$ cat src/rtl/alu8_pkg.sv
package alu8_pkg;
   localparam int OP_W = 5;

   typedef enum logic [OP_W-1:0] {
      OP_ADD   = 5'd0,
      OP_ADC   = 5'd1,
      OP_SUB   = 5'd2,
      OP_SUC   = 5'd3,
      OP_NEG   = 5'd4,
      OP_INC   = 5'd5,
      OP_DEC   = 5'd6,
      OP_ADI   = 5'd7,
      OP_SUI   = 5'd8,
      OP_OR    = 5'd9,
      OP_AND   = 5'd10,
      OP_XOR   = 5'd11,
      OP_NOT   = 5'd12,
      OP_TOL   = 5'd13,
      OP_BSET  = 5'd14,
      OP_BCLR  = 5'd15,
      OP_BFLIP = 5'd16,
      OP_BTEST = 5'd17,
      OP_EQU   = 5'd18,
      OP_SHL0  = 5'd19,
      OP_SHLK  = 5'd20
   } alu_op_e;

   typedef enum logic [1:0] {
      BM_SET  = 2'd0,
      BM_CLR  = 2'd1,
      BM_FLIP = 2'd2
   } bit_mode_e;

   typedef struct packed {
      logic z;
      logic c;
      logic t;
   } flag_en_t;
endpackage

$ cat src/rtl/alu8_addsub.sv
module alu8_addsub #(
   parameter int W = 8
) (
   input  logic [W-1:0] x_in,
   input  logic [W-1:0] y_in,
   input  logic         cin,
   input  logic         neg_y,
   output logic [W-1:0] sum,
   output logic         cout
);
   logic [W-1:0] y_eff;
   logic [W:0]   total;

   always_comb begin
      y_eff = neg_y ? (~y_in + {{(W-1){1'b0}}, 1'b1}) : y_in;
      total = {1'b0, x_in} + {1'b0, y_eff} + {{W{1'b0}}, cin};
   end

   assign sum  = total[W-1:0];
   assign cout = total[W];
endmodule

$ cat src/rtl/alu8_bitops.sv
module alu8_bitops
   import alu8_pkg::*;
#(
   parameter int W  = 8,
   parameter int IW = $clog2(W)
) (
   input  logic [W-1:0]  val,
   input  logic [IW-1:0] idx,
   input  bit_mode_e     mode,
   output logic [W-1:0]  out,
   output logic          picked
);
   logic [W-1:0] sel_mask;

   for (genvar k = 0; k < W; k++) begin : g_mask
      assign sel_mask[k] = (idx == IW'(k));
   end

   assign picked = |(val & sel_mask);

   always_comb begin
      unique case (mode)
         BM_SET:  out = val | sel_mask;
         BM_CLR:  out = val & ~sel_mask;
         default: out = val ^ sel_mask;
      endcase
   end
endmodule

$ cat src/rtl/alu8_shl.sv
module alu8_shl #(
   parameter int W        = 8,
   parameter bit KEEP_LSB = 1'b0
) (
   input  logic [W-1:0] val,
   output logic [W-1:0] out,
   output logic         spill
);
   logic fill;

   if (KEEP_LSB) begin : g_keep
      assign fill = val[0];
   end else begin : g_zero
      assign fill = 1'b0;
   end

   assign out   = {val[W-2:0], fill};
   assign spill = val[W-1];
endmodule

$ cat src/rtl/alu8_flagged.sv
module alu8_flagged
   import alu8_pkg::*;
#(
   parameter int W  = 8,
   parameter int IW = $clog2(W)
) (
   input  logic [OP_W-1:0] op_sel,
   input  logic [W-1:0]    src_a,
   input  logic [W-1:0]    src_b,
   input  logic [IW-1:0]   bit_sel,
   input  logic [W-1:0]    imm_val,
   input  logic            carry_in,
   output logic [W-1:0]    res,
   output logic            flag_z,
   output logic            flag_c,
   output logic            flag_t,
   output logic            wr_z,
   output logic            wr_c,
   output logic            wr_t
);
   localparam logic [W-1:0] ONE  = {{(W-1){1'b0}}, 1'b1};
   localparam logic [W-1:0] ONES = {W{1'b1}};

   if (W < 2) begin : g_bad_w
      $error("alu8_flagged: W must be at least 2");
   end
   if ((1 << IW) < W) begin : g_bad_iw
      $error("alu8_flagged: IW too narrow for W");
   end

   alu_op_e   op;
   assign op = alu_op_e'(op_sel);

   // adder operand selection
   logic [W-1:0] ax, ay, asum;
   logic         acin, aneg, acout;

   always_comb begin
      ax   = src_a;
      ay   = src_b;
      acin = 1'b0;
      aneg = 1'b0;
      case (op)
         OP_ADC:  acin = carry_in;
         OP_SUB:  aneg = 1'b1;
         OP_SUC:  begin aneg = 1'b1; acin = carry_in; end
         OP_NEG:  begin ax = '0; ay = src_a; aneg = 1'b1; end
         OP_INC:  ay = ONE;
         OP_DEC:  ay = ONES;
         OP_ADI:  ay = imm_val;
         OP_SUI:  begin ay = imm_val; aneg = 1'b1; end
         default: ;
      endcase
   end

   alu8_addsub #(.W(W)) i_addsub (
      .x_in (ax),
      .y_in (ay),
      .cin  (acin),
      .neg_y(aneg),
      .sum  (asum),
      .cout (acout)
   );

   // bit manipulation
   bit_mode_e    bmode;
   logic [W-1:0] bout;
   logic         bpick;

   always_comb begin
      case (op)
         OP_BSET: bmode = BM_SET;
         OP_BCLR: bmode = BM_CLR;
         default: bmode = BM_FLIP;
      endcase
   end

   alu8_bitops #(.W(W), .IW(IW)) i_bitops (
      .val   (src_a),
      .idx   (bit_sel),
      .mode  (bmode),
      .out   (bout),
      .picked(bpick)
   );

   // shifts
   logic [W-1:0] sh0_out, shk_out;
   logic         sh0_msb, shk_msb;

   alu8_shl #(.W(W), .KEEP_LSB(1'b0)) i_shl0 (
      .val  (src_a),
      .out  (sh0_out),
      .spill(sh0_msb)
   );

   alu8_shl #(.W(W), .KEEP_LSB(1'b1)) i_shlk (
      .val  (src_a),
      .out  (shk_out),
      .spill(shk_msb)
   );

   // result and flag routing
   flag_en_t en;
   logic     c_val, t_val;

   always_comb begin
      res   = src_a;
      en    = '0;
      c_val = 1'b0;
      t_val = 1'b0;
      case (op)
         OP_ADD, OP_ADC, OP_SUB, OP_SUC, OP_INC, OP_DEC, OP_ADI, OP_SUI: begin
            res   = asum;
            c_val = acout;
            en.z  = 1'b1;
            en.c  = 1'b1;
         end
         OP_NEG: begin
            res  = asum;
            en.z = 1'b1;
         end
         OP_OR:  begin res = src_a | src_b; en.z = 1'b1; end
         OP_AND: begin res = src_a & src_b; en.z = 1'b1; end
         OP_XOR: begin res = src_a ^ src_b; en.z = 1'b1; end
         OP_NOT: begin res = ~src_a;        en.z = 1'b1; end
         OP_TOL: begin res = (|src_a) ? ONE : '0; en.z = 1'b1; end
         OP_BSET, OP_BCLR, OP_BFLIP: begin
            res  = bout;
            en.z = 1'b1;
         end
         OP_BTEST: begin t_val = bpick;            en.t = 1'b1; end
         OP_EQU:   begin t_val = (src_a == src_b); en.t = 1'b1; end
         OP_SHL0: begin
            res   = sh0_out;
            c_val = sh0_msb;
            en.z  = 1'b1;
            en.c  = 1'b1;
         end
         OP_SHLK: begin
            res   = shk_out;
            c_val = shk_msb;
            en.z  = 1'b1;
            en.c  = 1'b1;
         end
         default: ;
      endcase
   end

   assign flag_z = ~|res;
   assign flag_c = c_val;
   assign flag_t = t_val;
   assign wr_z   = en.z;
   assign wr_c   = en.c;
   assign wr_t   = en.t;
endmodule

$ cat config.mk
export PLATFORM = sky130hd
export DESIGN_NAME = alu8_flagged
export DESIGN_NICKNAME = d
export VERILOG_FILES = /design/src/rtl/alu8_pkg.sv /design/src/rtl/alu8_addsub.sv /design/src/rtl/alu8_bitops.sv /design/src/rtl/alu8_shl.sv /design/src/rtl/alu8_flagged.sv
export SDC_FILE = /design/constraint.sdc
export NUM_CORES = 1
export LEC_CHECK = 0
export CORE_MARGIN = 5
export CORE_UTILIZATION = 38
export DETAILED_ROUTE_END_ITERATION = 16
export PLACE_DENSITY = 0.58
export SYNTH_ARGS = -nofsm -noshare
export SYNTH_HDL_FRONTEND = slang
export SYNTH_HIERARCHICAL = 1
export SYNTH_SLANG_ARGS = --single-unit
$ cat constraint.sdc
create_clock -name vclk -period 9.5
set_input_delay 1.425 -clock vclk [all_inputs]
set_output_delay 1.425 -clock vclk [all_outputs]
set_load 0.1 [all_outputs]
; Word-level counts from Yosys, hierarchy flattened
; Cells that the tools add are included.
[word_totals]
regBits = 0
in_bits = 33
[op_classes]
n_eq_ne = 29
n_reduce_logical = 17
add_sub_neg = 3
n_mux = 14
n_bitwise = 10
[op_table]
columns = operator, count
row1 = $pmux 8 s9, 1
row2 = $eq 5x4->1 const B, 8
row3 = $pmux 8 s4, 1
row4 = $reduce_or 8->1, 4
row5 = $eq 5x5->1 const B, 5
row6 = $and 8x8->8, 3
row7 = $not 8->8, 3
row8 = $eq 5x3->1 const B, 4
row9 = $reduce_or 19->1, 1
row10 = $mux 8, 2
row11 = $or 8x8->8, 2
row12 = $pmux 8 s2, 1
row13 = $xor 8x8->8, 2
row14 = $eq 3x3->1 const B, 4
row15 = $eq 5x2->1 const B, 2
row16 = $reduce_or 10->1, 1
row17 = $add 8x8->9, 1
row18 = $add 9x1->9, 1
row19 = $reduce_or 9->1, 1
row20 = $add 8x1->8 const B, 1
row21 = $eq 8x8->1, 1
row22 = $reduce_or 2->1, 4
row23 = $eq 3x2->1 const B, 2
row24 = $mux 1, 6
row25 = 11 further kinds, 12

; Logic depth before layout (Yosys ltp)
; Gate-level depths: netlist of the first run.
[logic_depth]
word_depth = 11
depth_mapped = 22

; Modules after synthesis
; Netlist of the first run, hierarchy kept.
[modules_own_cells]
columns = mod, area_per_inst_um2, seq_area_each_um2, cells_each, n_inst
row1 = alu8_flagged, 1514.0, 0.0, 238, 1
row2 = alu8_bitops, 673.1, 0.0, 88, 1
row3 = alu8_addsub, 505.5, 0.0, 63, 1
row4 = alu8_shl at i_shl0, 71.3, 0.0, 10, 1
row5 = alu8_shl at i_shlk, 67.6, 0.0, 9, 1

; Worst setup path after synthesis of the first run
; OpenSTA, ideal clock, no wires.
[synth_path]
kind = input port to output port
from = input op_sel[0]
to = output flag_z
stages = 19
required_time_ns = 8.075
setup_slack_ns = -0.108
arrival_time_ns = 8.183
path_cell_list = buf_4 -> or3b_2 -> clkbuf_2 -> nor3_1 -> a22oi_1 -> a21oi_1 -> inv_1 -> ha_1 -> nand2b_1 -> xnor2_1 -> ha_1 -> nand3_1 -> a21oi_1 -> nor4_1 -> a311o_1 -> a221oi_1 -> nand4_1 -> or4_1 -> nor4_2
[synth_between]
elab_chain_len = 11
[synth_rtl]
columns = item, line
row1 = from (decl), alu8_flagged.sv:7  ; input logic [OP_W-1:0] op_sel,
row2 = $eq 5x3->1 or $eq 5x4->1 (tied branches), alu8_flagged.sv:43  ; case (op)
row3 = $reduce_or 2->1 (no source line), --
row4 = $pmux 8 s4 (*), alu8_flagged.sv:43
row5 = net ay[1], alu8_flagged.sv:35  ; logic [W-1:0] ax, ay, asum;
row6 = $not 8->8, alu8_addsub.sv:15  ; y_eff = neg_y ? (~y_in + {{(W-1){1'b0}}, 1'b1}) : y_in;
row7 = $add 8x1->8, alu8_addsub.sv:15
row8 = $mux 8 (*), alu8_addsub.sv:15
row9 = $add 8x8->9 (*), alu8_addsub.sv:16  ; total = {1'b0, x_in} + {1'b0, y_eff} + {{W{1'b0}}, cin};
row10 = $add 9x1->9 (*), alu8_addsub.sv:16
row11 = net asum[5], alu8_flagged.sv:35
row12 = $pmux 8 s9 (*), alu8_flagged.sv:111  ; case (op)
row13 = net res[5], alu8_flagged.sv:13  ; output logic [W-1:0] res,
row14 = $reduce_or 8->1 (*), alu8_flagged.sv:149  ; assign flag_z = ~|res;
row15 = $logic_not 1->1 (*), alu8_flagged.sv:149
row16 = to (decl), alu8_flagged.sv:14  ; output logic flag_z,
; The timed path passes the listed nets; every way through them passes the cells marked *.

; Worst setup path after layout of the first run
[layout_path]
from = input op_sel[0]
to = output flag_z
[layout_between]
elab_chain_len = 11
[layout_rtl]
columns = item, line
row1 = $eq 5x3->1 or $eq 5x4->1 (tied branches), alu8_flagged.sv:43
row2 = $reduce_or 2->1 (no source line), --
row3 = $pmux 8 s4 (*), alu8_flagged.sv:43
row4 = net ay[1], alu8_flagged.sv:35
row5 = $not 8->8, alu8_addsub.sv:15
row6 = $add 8x1->8, alu8_addsub.sv:15
row7 = $mux 8 (*), alu8_addsub.sv:15
row8 = $add 8x8->9 (*), alu8_addsub.sv:16
row9 = $add 9x1->9 (*), alu8_addsub.sv:16
row10 = net asum[5], alu8_flagged.sv:35
row11 = $pmux 8 s9 (*), alu8_flagged.sv:111
row12 = $reduce_or 8->1 (*), alu8_flagged.sv:149
row13 = $logic_not 1->1 (*), alu8_flagged.sv:149
; Marked as above.

==> results summary, run 1 <==
The flow ran to the end, and the final reports show no timing, DRC or antenna violations. The number of antenna violations at the first check in global routing is 0. Ranked by total cell area, the synthesized netlist is headed by sky130_fd_sc_hd__ha_1, sky130_fd_sc_hd__buf_4, sky130_fd_sc_hd__inv_1. The number of max-capacitance violations reported is 0. Based on the critical path, the design can be clocked at up to about 0.12 GHz. The final-report max-slew violation count is 0. The net switching share of the total power came out at ~67%. The vertical die dimension came out at about 96 um. The synthesized-area fraction occupied by adder cells is a little under a quarter. The portion of netlist area occupied by mux cells came out at 2.83%.

The internal cell power is 77.1 uW. At the pin with the least slew margin, the transition time is around 1000 ps. The detail-routed via count per cell is between 5 and 6. Summing internal, switching and leakage power gives between 200 and 250 uW. The residual antenna-violating net count after detailed routing is 0. The power share of the combinational group came out at 100.0%.

The count of TritonRoute iterations in the first routing pass came out at 5. Summed over all nets, the half-perimeter wirelength after detailed placement is ~7.4 mm. The switching power of the nets came out at between 150 and 200 uW. For this run, the number of Yosys warnings is 6.

The number of top-level pins is 47. The repair_antennas step left the layout with diodes totalling 0. The tightest min-delay check is of the in -> out type. The cell row count is 31.

The pin count of the biggest net entering global routing is 30. The die outline width is slightly below 100 um. The cell type with the highest aggregate area in the netlist is sky130_fd_sc_hd__ha_1. The net count of the mapped netlist is 492. The hold violation total from the final report was 0.

The number of distinct library cells after synthesis is 71. The via count of the first global-routing pass is about 2,900. Of the total synthesized cell area, the portion taken by AND, OR, NAND and NOR gates is between 30% and 40%.

The design has 0 sequential cells. For this run, design rule violations remaining after detail routing come to 0. After clock tree synthesis, the setup repair step added 0 buffers. Sequential cells burn 0% of the power. The critical path data arrival time is around 7000 ps. The proportion of synthesized chip area in sequential cells is 0%. The post-cts resize count came out at 0. The mapped netlist covers about 0.0028 mm2. In the final routed layout, each cell accounts on average for around 18 um. STA classifies the critical path startpoint as an input pin. The final net count came out at slightly above 500. Of the post-synthesis cell area, the dominant cell type holds a little over a fifth. Of the available clock period, the critical path in the final layout requires 89.6%.

The total overflow reported by the global router came out at 0. The share of power burned in the clock network is 0%. The layout has 0 clock buffers. The synthesized area per cell came out at between 6 and 7 um2. Summing all flip-flop and latch instances after layout gives 0 um2. The filler cell count in the final layout is 765.

The all-layer global routing usage came out at approximately 20%. The detailed router placed about 3,000 vias in this run. In the layout the commonest cells are sky130_fd_sc_hd__ha_1, sky130_fd_sc_hd__clkdlybuf4s50_1, sky130_fd_sc_hd__inv_1, sky130_fd_sc_hd__nor2_1, sky130_fd_sc_hd__nand2_1. The worst setup path is of the in -> out kind. The final period demand of the worst path is 8520 ps. The die area is roughly 0.009 mm2. The compound-cell area share of the yosys netlist is between 20% and 30%.

The maximum ir drop on the vdd rail is around 0.000076 V. The highest net fanout along the worst path came out at 26. For this design the static power due to leakage is 1.41 nW. In this run the power density over the cells is between 70 and 80 mW/mm2. The library cell used most frequently in the layout, excluding fill and tap cells, is sky130_fd_sc_hd__ha_1.

For the worst setup path, the data required time is 8080 ps. The wire length after detailed routing came out at 9.22 mm. The number of endpoints failing setup at the final stage came out at 0. Routability-driven placement finished with a final weighted congestion of 0.964. STA classifies the critical path endpoint as a primary output.

The count of mapped cells out of synthesis is between 400 and 500. The worst setup slack after placement came out at 1120 ps. Setup repair after global routing left no endpoint under its margin.

Setup slack on the critical path of the routed design comes to ~980 ps. The sum of negative setup slack came out at 0 ps. The combinational family with the most area after synthesis is simple AND/OR/NAND/NOR gates. After the first detailed-routing iteration, the DRC count stood at ~270. The total of hold buffers inserted after clock tree synthesis came out at 0.

Summing the areas of all xor and xnor instances in the mapped netlist gives 3.09% of the synthesized area. The headroom to the max-slew limit came out at a little over a third. The layout cell share with drive strength beyond 1 came out at 7.35%.

The area of the core region came out at a little over 0.007 mm2. The effective utilization at floorplan is approximately two fifths. The first global-routing pass estimated 15.1 mm of wire. The area added between synthesis and finish came out at 14.0%. The count of input and output buffers is 47.
## worst max-delay path, stage by stage
cell,delay [ps]
sky130_fd_sc_hd__clkdlybuf4s50_1,420
sky130_fd_sc_hd__buf_4,230
sky130_fd_sc_hd__nor2_1,450
sky130_fd_sc_hd__nand3_1,170
sky130_fd_sc_hd__a21oi_1,600
sky130_fd_sc_hd__a22oi_1,140
sky130_fd_sc_hd__a21oi_1,230
sky130_fd_sc_hd__inv_1,80
sky130_fd_sc_hd__ha_1,200
sky130_fd_sc_hd__nand2b_1,150
sky130_fd_sc_hd__xnor2_1,250
sky130_fd_sc_hd__ha_1,290
sky130_fd_sc_hd__a21oi_1,300
sky130_fd_sc_hd__a21oi_1,160
sky130_fd_sc_hd__a311o_1,400
sky130_fd_sc_hd__a221oi_1,280
sky130_fd_sc_hd__nand4_1,180
sky130_fd_sc_hd__or4_1,630
sky130_fd_sc_hd__nor4_4,290
sky130_fd_sc_hd__buf_12,210
## path summary, 6_finish.rpt
kind	from	end	slack (ps)	cells past startpoint
max	op_sel[0]	flag_z	980	20
min	op_sel[1]	res[4]	4060	5
## cell usage after synthesis (all sizes together), types with 2 or more instances
library cell and n:
nand3b 6, a2bb2oi 2, or2 2, or3b 3
clkbuf 7, nand3 11, xor2 2, xnor2 8
or3 6, a2111o 2, o21bai 2, inv 40
and3 3, and2 4, nor4 8, a311o 2
nand4 5, nor3 5, buf 32, fa 2
a31oi 2, o31ai 8, o31a 2, o2111ai 2
a21o 2, nand2b 6, mux2i 8, a211oi 3
a22oi 12, a221oi 3, o32ai 5, nor4b 2
ha 49, o221ai 2, nor2b 14, nand4b 2
nor3b 4, a2111oi 6, a21oi 24, nand2 36
and2b 3, o21ai 10, nor2 37, o211ai 2
## cell type report
class              count  area (um2)  area share (%)
repair buffers        53         508            15.7
multi-input cells    329        2440            75.8
well taps             99         124            3.84
inverters             40         150            4.65
## logic make-up (layout without fill, tap and decap cells)
kind of cell,after synthesis,in the layout
fa+ha+maj,51,51
mux,8,8
xor+xnor,10,10
other cells,1,1
compound gates,97,97
simple gates,162,162
buf+inv,79,93
## through the flow
stage	cells	util (%)	hold slack (ps)	cell area [um2]
floorplan	408	-	3340	2840
global route	521	44.5	4110	3230
finish	521	44.5	4060	3230
detailed placement	521	44.5	4030	3230
global placement	521	44.5	4030	3230
CTS	521	44.5	4040	3230
## per-layer routing
metal / share of wire (%) / global-route usage (%) / up-vias
li1: - / - / 1472
met1: 46 / 28.7 / 1396
met2: 44 / 32.2 / 155
met3: 8.2 / 2.58 / 18
met4: 2.2 / 4.32 / 0
met5: 0 / 0 / -
## power groups by stage
stage               sequential (mW)  combinational (mW)  clock [mW]
floorplan                         0               0.170           0
global placement                  0               0.231           0
detailed placement                0               0.232           0
CTS                               0               0.233           0
global route                      0               0.252           0
finish                            0               0.234           0
Power figures use the tool's default switching activity.
==> run 2, diff against run 1 <==
--- a/config.mk
+++ b/config.mk
@@ -8,7 +8,8 @@
 export CORE_MARGIN = 5
 export CORE_UTILIZATION = 38
 export DETAILED_ROUTE_END_ITERATION = 16
-export PLACE_DENSITY = 0.58
+export DONT_BUFFER_PORTS = 1
+export PLACE_DENSITY = 0.5
 export SYNTH_ARGS = -nofsm -noshare
 export SYNTH_HDL_FRONTEND = slang
 export SYNTH_HIERARCHICAL = 1
==> results summary, run 2 (synthesized netlist as in run 1, its figures left out) <==
met2 is the most crowded layer. For this run, design rule violations remaining after detail routing come to 0. Overall power consumption after layout is estimated at 197 uW. The wire length of the first global-routing pass came out at 15.1 mm. The tightest min-delay check is of the in -> out type.

The share of power burned in the clock network is 0%. Dividing total power by cell area gives a power density of 70.0 mW/mm2. The wire length after detailed routing is about 9.4 mm. The count of nets left with antenna violations once routing finished came out at 0. At the pin with the least slew margin, the transition time is around 1200 ps. The global-route track usage on met3 came out at 4.69%. The total overflow left after global routing is 0.

The first TritonRoute pass finished after 5 iterations. The count of input and output buffers is 0. The met1 demand-to-capacity share in global routing is between 20 and 30%. Setup repair after global routing left no endpoint under its margin.

The layout cell share with drive strength beyond 1 is under 10%. From bottom edge to top edge, the die measures slightly below 100 um. The number of antenna violations at the first check in global routing came to 0. The required time of the critical path is between 8000 and 9000 ps. Relative to the synthesized area, the layout overhead comes to -0.796%. The die area came out at approximately 0.0093 mm2. The sequential fraction of design power is 0%.

STA classifies the critical path startpoint as an input pin. The sum of negative setup slack is 0 ps. The run finished with clean final reports. The maximum ir drop on the vdd rail is 0.0000447 V.

The total of hold buffers inserted after clock tree synthesis is 0. The post-cts resize count is 0. The highest net fanout along the worst path is 27. The area taken by flip-flops and latches is 0 um2.

The final RePlAce weighted congestion came out at between 0.9 and 1. Dividing the detail-routed via count by the number of cells gives just over 6. The critical path class is in -> out.

The fmax is about 0.13 GHz. The worst path uses around 83% of the clock period. The final routed wire length divided by cell count is roughly 20 um. The power share of the combinational group came out at 100.0%. Headroom to the max-slew limit came out at a little over a fifth. Entering global routing, the biggest net connects 32 pins.

The floorplan has 31 rows. The number of top-level pins came out at 47. The post-detailed-placement cell area is ~0.0028 mm2.

The internal cell power came out at a little under 60 uW. In this run switching power makes up a little over two thirds of total power. The number of vias after detailed routing is between 2,000 and 3,000. Sequential cells placed in the final layout were counted as 0. The filler cell count in the final layout came out at 795.

Leaving out fill and tap cells, the most frequent cell in the layout is sky130_fd_sc_hd__ha_1. The all-layer global routing usage came out at 20.3%. Subtracting the final worst setup slack from the clock period gives ~7800 ps. The buffer count from post-CTS setup fixing is 0.

The detailed router's first-iteration violation count came out at about 250. The number of endpoints failing setup at the final stage is 0. In the layout the commonest cells are sky130_fd_sc_hd__ha_1, sky130_fd_sc_hd__inv_1, sky130_fd_sc_hd__nor2_1. The global-route track usage on met2 came out at 33.5%.

The final-report max-slew violation count came out at 0. The switching power of the nets came out at around 140 uW. The number of max-capacitance violations reported is 0. The critical path capture point type is a primary output.

The detailed-placement wirelength estimate is 7.45 mm. The count of clock-net buffers in the final layout is 0. The floorplan step set the die width to 96.3 um. The region available for standard cell placement spans slightly above 0.007 mm2. The final core utilization is between 30% and 40%.

The diode insertion count for antenna repair is 0. In this run the static leakage power is around 1.2 nW. The effective utilization at floorplan came out at 39.0%. The via count of the first global-routing pass is approximately 2,800. The hold violation total from the final report is 0. After routing the design area is about 0.0028 mm2.

The critical path data arrival time is 6420 ps. The final net count is approximately 460.
## run 2: cell types whose count changed in the layout (fill, tap and decap cells not counted)
cell,before,now
sky130_fd_sc_hd__a211oi_1,3,2
sky130_fd_sc_hd__a211oi_4,0,1
sky130_fd_sc_hd__buf_12,1,0
sky130_fd_sc_hd__buf_16,0,1
sky130_fd_sc_hd__buf_4,13,6
sky130_fd_sc_hd__clkdlybuf4s50_1,39,0
sky130_fd_sc_hd__nor3_1,5,4
sky130_fd_sc_hd__nor3_2,0,1
## run 2: through the flow
step                cells  worst slack, ps  hold slack, ps
detailed placement    475             1680            2970
floorplan             408              509            3340
global placement      475             1730            2960
finish                475             1650            2970
CTS                   475             1680            2970
global route          475             1290            2970
## run 2: cell type report
type,instances,area [um2],area share (%)
inverters,40,150,5.35
multi-input cells,329,2460,87.7
well taps,99,124,4.41
repair buffers,7,72.6,2.58
## run 2: worst paths after layout
check	startpoint	end	slack, ps	cells after the start
setup / recovery	op_sel[0]	flag_z	1650	17
hold / removal	op_sel[2]	flag_t	2970	1
## run 2: power by group through the flow
stage	Clock, mW	Combinational [mW]	Sequential [mW]
2_1_floorplan	0	0.170	0
3_3_place_gp	0	0.195	0
3_5_place_dp	0	0.195	0
4_1_cts	0	0.196	0
5_1_grt	0	0.212	0
6_report	0	0.197	0
## run 2: per-layer routing
layer	share of wire, %	up-vias
met5	0	-
met1	45	1365
met3	9.2	6
met4	0.40	0
li1	-	1380
met2	45	120
## run 2: critical path, stage by stage
cell and delay (ps):
sky130_fd_sc_hd__nor2_1 300, sky130_fd_sc_hd__nand3_1 150, sky130_fd_sc_hd__a21oi_1 550, sky130_fd_sc_hd__o211ai_1 250, sky130_fd_sc_hd__or3_4 410, sky130_fd_sc_hd__o31ai_2 220, sky130_fd_sc_hd__xnor2_1 110, sky130_fd_sc_hd__ha_1 380
sky130_fd_sc_hd__inv_2 70, sky130_fd_sc_hd__a311o_1 350, sky130_fd_sc_hd__a311o_1 300, sky130_fd_sc_hd__a221oi_1 260, sky130_fd_sc_hd__nand4_1 120, sky130_fd_sc_hd__buf_4 260, sky130_fd_sc_hd__or4_1 650, sky130_fd_sc_hd__nor4_4 240
sky130_fd_sc_hd__buf_4 350
==> run 3, diff against run 2 <==
--- a/config.mk
+++ b/config.mk
@@ -9,7 +9,7 @@
 export CORE_UTILIZATION = 38
 export DETAILED_ROUTE_END_ITERATION = 16
 export DONT_BUFFER_PORTS = 1
-export PLACE_DENSITY = 0.5
+export PLACE_DENSITY = 0.52
 export SYNTH_ARGS = -nofsm -noshare
 export SYNTH_HDL_FRONTEND = slang
 export SYNTH_HIERARCHICAL = 1
==> constraint.sdc (replaced) <==
create_clock -name vclk -period 7
set_input_delay 1.05 -clock vclk [all_inputs]
set_output_delay 1.05 -clock vclk [all_outputs]
set_load 0.1 [all_outputs]
==> results summary, run 3 (synthesized netlist as in run 1, its figures left out) <==
The worst setup path is launched from an input pin. The signal on the critical path passes through inv_1 -> nand2_1 -> a21oi_1 -> nor2_1 -> nor2_2 -> a21oi_2 -> or3_4 -> o31ai_4 -> xnor2_1 -> ha_1 -> inv_2 -> a311o_1 -> a311o_1 -> a221oi_2 -> nand4_1 -> or4_4 -> nor4_4 -> buf_12. The final core utilization is roughly two fifths. The count of buffers added on input and output ports is 0. There are 0 flip-flops and latches. The hold violation total from the final report came out at 0. Entering global routing, the biggest net connects 32 pins. Setup repair after global routing left no endpoint under its margin. The layout cell share with drive strength beyond 1 is between 10% and 20%. The cell row count is 31. The diode insertion count for antenna repair is 0. The area taken by flip-flops and latches came out at 0 um2. The post-cts resize count is 0. The residual antenna-violating net count after detailed routing came out at 0. For this run, the slowest stage of the critical path takes approximately 480 ps. The congestion estimate from routability-driven global placement came to about 0.94. The filler cell count in the final layout is roughly 820. The die outline width is about 96 um. The flow ran to the end, and the final reports show no timing, DRC or antenna violations.

At the worst endpoint, the arrival time is about 5300 ps. The final cell area excluding filler cells came out at between 0.002 and 0.003 mm2. The layout has 0 clock buffers.

The smallest clock period supported by the final layout is computed as between 6000 and 7000 ps. Leaving out fill and tap cells, the most frequent cell in the layout is sky130_fd_sc_hd__ha_1. The first detailed-routing pass took 4 iterations.

At the worst endpoint, the required time is 5950 ps. The wire length of the first global-routing pass came out at ~15 mm. The number of endpoints failing setup at the final stage is 0. The routed design uses approximately 4.4 mm of met2 wire. The final routed wire length divided by cell count came out at slightly above 20 um.

The headroom to the max-slew limit is 26.6%. Once detailed placement completed, the half-perimeter wirelength came to about 7.7 mm. The total area inside the core boundary comes to around 0.0073 mm2.

In this run the top signal layer used is met4. In the routed design, unresolved DRC markers number 0. Along the worst path, the maximum fanout reaches 19.

The period utilization is 91.3%. The sum of routed wire segments on met1 came out at about 4.2 mm. The vertical die dimension is about 96 um. The transition time at the pin with the least slew margin came out at ~1100 ps.

The power density over the cells is between 90 and 100 mW/mm2. In the layout the commonest cells are sky130_fd_sc_hd__ha_1, sky130_fd_sc_hd__inv_1, sky130_fd_sc_hd__nand2_1. The number of setup buffers added after CTS is 0. The post-placement cell count came out at 481. The routed length on met3 is ~900 um. Max-cap violations in this run came to 0.

The total of hold buffers inserted after clock tree synthesis came out at 0. The detail-routed via count per cell came out at just over 6. The maximum ir drop on the vdd rail is approximately 0.000084 V. The die area came out at 0.00928 mm2. The sum of negative setup slack came out at 0 ps. The number of vias after detailed routing is ~3,000. The final net count came out at about 470. Relative to the synthesized area, the layout overhead comes to 4.15%.

The final-report max-slew violation count is 0. The cell leakage power is approximately 1.3 nW. The slowest cell on the critical path is sky130_fd_sc_hd__or4_4. The number of standard cells in the layout, taps in and fillers out came out at about 480. The min-delay analysis places its worst path in the category in -> out. Summing internal, switching and leakage power gives about 280 uW.

The number of antenna violations at the first check in global routing was 0. The all-layer global routing usage came out at 21.0%. The critical path class is in -> out. The number of top-level pins is 47. The multi-input gate area in the final layout came out at 0.00254 mm2. The total overflow reported by the global router is 0.

In this design, the critical path's most frequently occurring cell is sky130_fd_sc_hd__a311o_1. The detailed router's first-iteration violation count is 222. The wire length after detailed routing came out at slightly below 10 mm.

The effective utilization at floorplan is about two fifths. Based on the critical path, the design can be clocked at up to 0.156 GHz. The worst setup path is captured at a primary output. Summing all placed instances gives a cell area of approximately 0.003 mm2. The via count of the first global-routing pass came out at roughly 2,900.
## run 3: worst paths after layout
| path | startpoint | to | slack, ps | depth (start not counted) |
|---|---|---|---|---|
| worst max-delay path | op_sel[3] | flag_z | 610 | 18 |
| worst min-delay path | op_sel[2] | flag_t | 2210 | 1 |
## run 3: area by class of cell
class | instances | share of cell area, %
Inverter | 40 | 5.09
Multi-Input combinational cell | 329 | 86.3
Tap cell | 99 | 4.20
Timing Repair Buffer | 13 | 4.41
## run 3: routing by layer
layer / vias to the layer above / global-route usage, %
li1: 1401 / -
met1: 1408 / 28.3
met2: 143 / 34.2
met3: 16 / 5.08
met4: 0 / 3.74
met5: - / 0
## run 3: worst max-delay path, delay by kind of cell
kind	cells	cell delay, ps
AOI/OAI and AO/OA	6	1410
xor gates and xnor gates	1	120
and+or+nand+nor	7	1850
adders and majority gates	1	390
buffers and inverters	3	500
## run 3: per-stage QoR
stage               setup slack (ps)  hold WS [ps]
CTS                              645          2220
global placement                 637          2210
global route                     381          2210
detailed placement               655          2220
floorplan                       -757          2600
finish                           607          2210
## run 3: where the power goes
group	internal (mW)	total (mW)	leakage, nW	switching [mW]
clock network	0	0	0	0
registers	0	0	0	0
logic	0.0894	0.281	1.28	0.192
total	0.0894	0.281	1.28	0.192
